==> src/rtl/ta_pkg.sv <==
package ta_pkg;
  localparam int BANK_W   = 2;
  localparam int TURN_W   = 4;
  localparam int TURN_RST = 15;

  typedef struct packed {
    logic              write;
    logic              sync;
    logic [BANK_W-1:0] bank;
    logic              mux;
  } xfer_t;

  typedef enum logic [1:0] {ST_IDLE, ST_WAIT, ST_GRANT} tstate_t;
endpackage

==> src/rtl/ta_cfg_reg.sv <==
module ta_cfg_reg
  import ta_pkg::*;
#(
  parameter int W   = TURN_W,
  parameter int RST = TURN_RST
) (
  input  logic         clk,
  input  logic         rst,
  input  logic         we,
  input  logic [W-1:0] wdata,
  output logic [W-1:0] q
);
  always_ff @(posedge clk) begin
    if (rst)     q <= W'(RST);
    else if (we) q <= wdata;
  end
endmodule

==> src/rtl/ta_history.sv <==
module ta_history
  import ta_pkg::*;
(
  input  logic  clk,
  input  logic  rst,
  input  logic  fire,
  input  xfer_t nxt,
  output logic  vld,
  output xfer_t prev
);
  always_ff @(posedge clk) begin
    if (rst) begin
      vld  <= 1'b0;
      prev <= '0;
    end else if (fire) begin
      vld  <= 1'b1;
      prev <= nxt;
    end
  end
endmodule

==> src/rtl/ta_rule.sv <==
module ta_rule
  import ta_pkg::*;
#(
  parameter int W = TURN_W
) (
  input  logic         hist_vld,
  input  xfer_t        prev,
  input  xfer_t        nxt,
  input  logic [W-1:0] prog,
  output logic [W-1:0] gap
);
  logic same_bank;
  assign same_bank = (prev.bank == nxt.bank);

  always_comb begin
    gap = '0;
    if (!hist_vld) begin
      gap = '0;
    end else if (prev.write && prev.sync) begin
      if (!nxt.sync)                      gap = W'(2);
      else if (nxt.write && same_bank)    gap = W'(2);
      else                                gap = W'(3);
    end else if (prev.write) begin
      if (nxt.write && !nxt.sync && same_bank && !prev.mux && !nxt.mux)
        gap = '0;
      else
        gap = prog;
    end else if (!prev.sync) begin
      if (prev.mux)                                   gap = prog;
      else if (nxt.write || !same_bank || !nxt.sync)  gap = W'(1);
      else                                            gap = '0;
    end
  end
endmodule

==> src/rtl/ta_timer.sv <==
module ta_timer
  import ta_pkg::*;
#(
  parameter int W = TURN_W
) (
  input  logic         clk,
  input  logic         rst,
  input  logic         valid,
  input  logic [W-1:0] gap,
  output logic         ready,
  output logic         fire
);
  tstate_t      st;
  logic [W-1:0] cnt;

  assign ready = (st == ST_GRANT);
  assign fire  = ready && valid;

  always_ff @(posedge clk) begin
    if (rst) begin
      st  <= ST_IDLE;
      cnt <= '0;
    end else begin
      case (st)
        ST_IDLE: if (valid) begin
          cnt <= gap;
          st  <= (gap == '0) ? ST_GRANT : ST_WAIT;
        end
        ST_WAIT: begin
          cnt <= cnt - W'(1);
          if (cnt == W'(1)) st <= ST_GRANT;
        end
        ST_GRANT: if (valid) st <= ST_IDLE;
        default: st <= ST_IDLE;
      endcase
    end
  end

  assert_ready_only_at_zero_R9: assert property (@(posedge clk) disable iff (rst)
    ready |-> cnt == '0);
  assert_count_down_R10: assert property (@(posedge clk) disable iff (rst)
    (st == ST_WAIT) |=> cnt == $past(cnt) - W'(1));
  assert_drop_after_fire_R9: assert property (@(posedge clk) disable iff (rst)
    fire |=> !ready);
  assert_idle_quiet_R11: assert property (@(posedge clk) disable iff (rst)
    (st == ST_IDLE && !valid) |=> !ready);
endmodule

==> src/rtl/turnaround_gate.sv <==
module turnaround_gate
  import ta_pkg::*;
(
  input  logic              clk,
  input  logic              rst,
  input  logic              cfg_we,
  input  logic [TURN_W-1:0] cfg_wdata,
  input  logic              req_valid,
  input  logic              req_write,
  input  logic              req_sync,
  input  logic [BANK_W-1:0] req_bank,
  input  logic              req_mux,
  output logic              req_ready
);
  xfer_t             nxt, prev;
  logic              hist_vld, fire;
  logic [TURN_W-1:0] prog, gap;

  assign nxt = '{write: req_write, sync: req_sync, bank: req_bank, mux: req_mux};

  ta_cfg_reg #(.W(TURN_W), .RST(TURN_RST)) u_cfg (
    .clk(clk), .rst(rst), .we(cfg_we), .wdata(cfg_wdata), .q(prog));

  ta_history u_hist (
    .clk(clk), .rst(rst), .fire(fire), .nxt(nxt), .vld(hist_vld), .prev(prev));

  ta_rule #(.W(TURN_W)) u_rule (
    .hist_vld(hist_vld), .prev(prev), .nxt(nxt), .prog(prog), .gap(gap));

  ta_timer #(.W(TURN_W)) u_tmr (
    .clk(clk), .rst(rst), .valid(req_valid), .gap(gap),
    .ready(req_ready), .fire(fire));
endmodule

==> config.mk <==
export PLATFORM = sky130hd
export DESIGN_NAME = turnaround_gate
export DESIGN_NICKNAME = d
export VERILOG_FILES = /design/src/rtl/ta_pkg.sv /design/src/rtl/ta_cfg_reg.sv /design/src/rtl/ta_history.sv /design/src/rtl/ta_rule.sv /design/src/rtl/ta_timer.sv /design/src/rtl/turnaround_gate.sv
export SDC_FILE = /design/constraint.sdc
export NUM_CORES = 1
export LEC_CHECK = 0
export BUFFER_PORTS_ARGS = -buffer_cell sky130_fd_sc_hd__buf_4
export CAP_MARGIN = 0
export CORE_MARGIN = 2
export CORE_UTILIZATION = 23
export DETAILED_ROUTE_END_ITERATION = 8
export SYNTH_ARGS = -nofsm -noshare
export SYNTH_HDL_FRONTEND = slang
export SYNTH_SLANG_ARGS = --single-unit
==> constraint.sdc <==
create_clock -name clk -period 1.7 [get_ports clk]
set_input_delay 0.085 -clock clk [delete_from_list [all_inputs] [get_ports clk]]
set_output_delay 0.085 -clock clk [all_outputs]
set_load 0.05 [all_outputs]
* Yosys cells after proc, flatten, opt, wreduce, memory -nomap -nowiden *
Index checks and enable logic that the tools add are counted.

storage, ports and cells
  input port bits = 13
  logic and storage cells = 50
  flip-flop bits (word level) = 16

operators by class
  add/sub/neg operators = 1
  reduce and logical (&&, ||, !) cells = 18
  muxes and demuxes = 16
  equality and inequality tests = 7

operators by type and width
  kind                                              count
  2-to-1 mux 4 bit                                  8
  2-to-1 mux 2 bit                                  4
  one-hot mux 4 bit (2 select lines)                1
  logical AND 1 bit                                 7
  one-hot mux 2 bit (3 select lines)                1
  == test 4 x 1 -> 1 bit, second input constant     1
  logical NOT 1 bit                                 4
  logical NOT 4 bit                                 1
  != test 2 bit, second input constant              2
  subtractor 4 x 1 -> 4 bit, second input constant  1
  AND reduction 3 bit                               1
  == test 2 x 1 -> 1 bit, second input constant     1
  == test 2 bit                                     1
  == test 2 bit, second input constant              1
  logical NOT 2 bit                                 1
  logical OR 1 bit                                  2
  2-to-1 mux 1 bit                                  2
  != test 2 x 1 -> 1 bit, second input constant     1
  AND reduction 2 bit                               1
  nonzero test 2 bit                                1

* Longest topological paths before layout *
  word-level depth = 14
  mapped depth = 6

* Cells and area by module *
A second synthesis with hierarchy kept.

unflattened totals
  cells, all modules = 104
  area total of the unflattened synthesis = 952.2 sq um

modules (own cells, without submodules)
  module      cells each  area an instance (sq um)  times used
  ta_timer    47          446.7                     1
  ta_history  19          207.7                     1
  ta_rule     26          157.7                     1
  ta_cfg_reg  12          140.1                     1

* Worst setup path after synthesis *
No wires, ideal clock.

  path type = flip-flop to flip-flop
  start point = reg u_tmr.st[1]
  end point = reg u_hist.prev[0] (netlist name)
  period minus slack after synthesis = 1,884 ps
  stages on the path, launching flop included = 5
  setup time = 128 ps
  buffers on the path = 0
  required time = 1,572 ps
  data arrival time = 1,757 ps
  path slack = -184 ps
  cell sequence = dfxtp_1 -> nor2b_1 -> nand2_1 -> mux2i_1 -> nor2_1

on the way
  cells in the longest elaborated chain, start to end = 2

RTL lines
  what                    RTL line               source
  start, declared         ta_timer.sv:13         tstate_t st;
  start signal, assigned  ta_timer.sv:27         st <= (gap == '0) ? ST_GRANT : ST_WAIT;
  == test 2 bit           ta_timer.sv:16         assign ready = (st == ST_GRANT);
  named net req_ready     turnaround_gate.sv:13  output logic req_ready
  logical AND 1 bit       ta_timer.sv:17         assign fire = ready && valid;

The timed path passes the listed nets, and every way through them passes these cells.
A chain may end at the register's enable or synchronous reset.

* Final worst setup path *
  start point = reg u_hist.prev[1] (netlist name)
  end point = reg u_tmr.st[0]

on the way
  cells in the longest elaborated chain, start to end = 14
  elaborated cells on any way between the ends = 21
  those cells by class = eq/ne: 1; mux: 12; reduce/logical: 8

RTL lines
  what                                    RTL line        source
  == test 2 bit (*)                       ta_rule.sv:13   assign same_bank = (prev.bank == nxt.bank);
  logical NOT 1 bit                       ta_rule.sv:30   else if (nxt.write || !same_bank || !nxt.sync) gap = W'(1);
  logical OR 1 bit (2 in a row)           ta_rule.sv:30
  2-to-1 mux 1 bit                        ta_rule.sv:30
  2-to-1 mux 4 bit                        ta_rule.sv:29   if (prev.mux) gap = prog;
  2-to-1 mux 4 bit                        ta_rule.sv:28   end else if (!prev.sync) begin
  2-to-1 mux 4 bit                        ta_rule.sv:23   end else if (prev.write) begin
  2-to-1 mux 4 bit (*)                    ta_rule.sv:19   end else if (prev.write && prev.sync) begin
  2-to-1 mux 4 bit (*)                    ta_rule.sv:17   if (!hist_vld) begin
  logical NOT 4 bit (*)                   ta_timer.sv:27
  2-to-1 mux 2 bit (*)                    ta_timer.sv:27
  2-to-1 mux 2 bit (*)                    ta_timer.sv:25  ST_IDLE: if (valid) begin
  one-hot mux 2 bit (3 select lines) (*)  ta_timer.sv:24  case (st)

Every way passes the cells marked *; elsewhere a longest branch is shown, timed or not. The select of a mux whose other input is x is not followed.

==> impl_metrics.toml <==
[critical_path]
critPathMaxStageDelay_ns = 0.35
cp-end-kind = "flop"
critPathBufInv = 0
crit_required_ns = 1.85
crit_path_cell_trace = "xor2_2, a2111oi_4, o22ai_1, a221o_1, a31o_1"
r2r_slack_ns = 0.04
crit_path_top_delay_cell = "a221o_1"
critPathTopFamily = "compound AO/OA/AOI/OAI gates"
cp-start-kind = "flop"
critPathKind = "flop to flop"
crit_arrival_ns = 1.81
cp_max_fo = 2

[timing]
maxSlewViolCount = 0
fin_tns_setup_ns = 0
skew_ns = 0.000339
timing.slew.headroom = 0.652
hold_viol_final = 0
holdWs_ns = 0.0421
max_freq_mhz = 604
rsz0062_at_grt = "false"
worst_pin_slew_ns = 0.518
final-setup-viol-count = 0
finalCriticalPeriod_ns = 1.66
post-route-period-util = 0.974

[synthesis]
synth-edff-count = 0
synth_compound_area_frac = 0.227
yosysTopAreaCell = "dfxtp_1"
synth-xor-area-share = 0.0303
synth_flop_cell = "dfxtp_1"
synthAdderAreaFrac = 0.0289
synth_area_leaders = "dfxtp_1 (37%), mux2i_1 (12%), a2111oi_4 (6.4%), nor2_1 (5.2%), a21oi_1 (4.6%)"
synth_top_family_by_area = "compound AO/OA/AOI/OAI gates"
netlist_area_um2 = 866
netlist.area_leader.share = 0.370
syn-instance-count = 98
synth.most_common_cell = "dfxtp_1"
ys.warnings.count = 0
synthSimpleGateAreaFrac = 0.182
synth-seq-cells = 16
syn_nets = 113
yosys-top-cells-count = "dfxtp_1 (16), nor2_1 (12), mux2i_1 (10)"
ys_seq_area_frac = 0.370
avgSynthCellArea_um2 = 8.84
synthArstFlopShare = 0
netlist-cell-type-count = 28
synth.area.mux_share = 0.116

[clock_network]
cts.reportedPaths.clkPinSlew_ns = 0.07
cts_buffers = 3
max-clock-path-buffers = 2
cts-hold-fix-buffers = 0
htree_levels = 1
cts.sinks = 16
clock_latency_ns = 0.25
cts_root_buffer = "clkbuf_8"
cts_tree = "done"

[drt]
drt-initial-drc-count = 13
wl_mm = 1.95
drc_errors = 0
vias = 767
dr.pass1.iters = 4
postRouteAntennaNets = 0
vias_per_cell = 4.79
wire_per_inst_um = 12.2

[grt]
grt_max_degree = 14
grt_pass1_wl_mm = 3.22
overflow = 0
grt_usage = 0.0996
antenna_found_initial = 0
grt_pass1_vias = 749

[placement]
gp_congestion = 0.844
place_hpwl_mm = 1.42
place_inst = 156
io_buffers = 13

[die]
io-pin-count = 14
fp.dieW_um = 65.4
rows = 22
die_y_um = 65.4
core_um2 = 3630
dieArea_um2 = 4270
start_util = 0.238

[power]
pwr_density_cell_nw_per_um2 = 856
power_uw = 933
max-vdd-ir-drop_uv = 402
leakage_uw = 0.000442

[job]
cap_violations = 0

[cells_and_area]
final_nets = 128
drive_gt1_frac = 0.241
fillCellCount = 384
stdcell_count = 160
area_growth_pct = 25.9
fin_util = 0.300
antenna_cells = 0

[status]
status = "completed"

[hold_path]
hold_path_class = "input port to flop"
==> report_power, final <==
part	leakage (µW)	internal, µW	switching, µW	total (µW)
registers	0.000131	397	22.4	419
logic	0.000282	76.7	88.6	165
clock network	0.0000288	206	143	348
==> registers in the layout, indices dropped and copies added (netlist names) <==
signal	count
u_cfg.q	4
u_hist.prev	5
u_hist.vld	1
u_tmr.cnt	4
u_tmr.st	2
==> cells by family (layout without fill, tap and decap cells) <==
group,count (synthesis),in the layout
AO/OA/AOI/OAI,23,23
XOR/XNOR,3,3
adder cells (fa/ha/maj),2,2
buffers and inverters,10,24
flip-flops,16,16
multiplexers,10,10
AND/OR/NAND/NOR,34,34
==> cells in the final DEF (no fill, tap or decap) <==
master     instances
nand2_1            9
o21ba_2            1
a41oi_1            1
nor2_2             1
o21ai_0            2
a2111oi_4          2
nor3b_1            2
nor2_1            11
nand3_1            3
buf_4             14
or3b_1             1
dfxtp_1           15
a311oi_1           2
inv_1              6
nor3_1             4
clkbuf_8           4
xor2_2             2
a221o_1            1
nand2b_1           1
a31o_1             1
o21bai_1           2
o22ai_1            2
or3_2              1
a21oi_1            8
ha_1               2
mux2i_1           10
a32oi_1            1
dfxtp_2            1
xnor2_1            1
nor2b_2            1
==> per-layer routing <==
| layer | up-vias | wire length, µm | global-route usage | part of all wire |
|---|---|---|---|---|
| li1 | 374 | - | - | - |
| met3 | 5 | 73 | 0.0205 | 0.037 |
| met5 | - | 0 | 0 | 0 |
| met2 | 20 | 990 | 0.163 | 0.51 |
| met1 | 368 | 830 | 0.111 | 0.43 |
| met4 | 0 | 54 | 0.0807 | 0.028 |
==> area by class of cell <==
cell class                      count  area [µm²]  share of cell area
Inverter                            6        22.5              0.0207
Sequential cell                    16         322               0.295
Multi-Input combinational cell     72         526               0.482
Timing Repair Buffer               14         105              0.0964
Tap cell                           48        60.1              0.0551
Clock buffer                        4        55.1              0.0505
==> metrics by stage <==
step	cell area [µm²]	setup WS [ns]
after floorplan	868	0.0984
after global placement	1020	0.0507
after detailed placement	1020	0.0413
after CTS	1070	0.0323
after global routing	1090	0.00186
final	1090	0.0445
==> path summary, 6_finish.rpt <==
kind / start / cells after the start / to
max: u_hist.prev[1]$_SDFFE_PP0P_ / 5 / u_tmr.st[0]$_SDFFE_PP0P_
min: cfg_wdata[3] / 3 / u_cfg.q[3]$_SDFFE_PP1P_
max reg2reg: u_hist.prev[1]$_SDFFE_PP0P_ / 5 / u_tmr.st[0]$_SDFFE_PP0P_
min reg2reg: u_cfg.q[2]$_SDFFE_PP1P_ / 2 / u_tmr.cnt[2]$_SDFFE_PP0P_
==> worst reg2reg max path: cells and delay by family, from the launching register on <==
kind	cells	cell delay, ns
compound gates	4	1.03
flops	1	0.33
xor+xnor	1	0.20
==> what timing repair did <==
item | 4_1_cts | 5_1_grt
buffers inserted | 0 | 0
gates resized for setup | 0 | 4
setup endpoints to repair | 0 | 5
(Power assumes the default switching activity.)
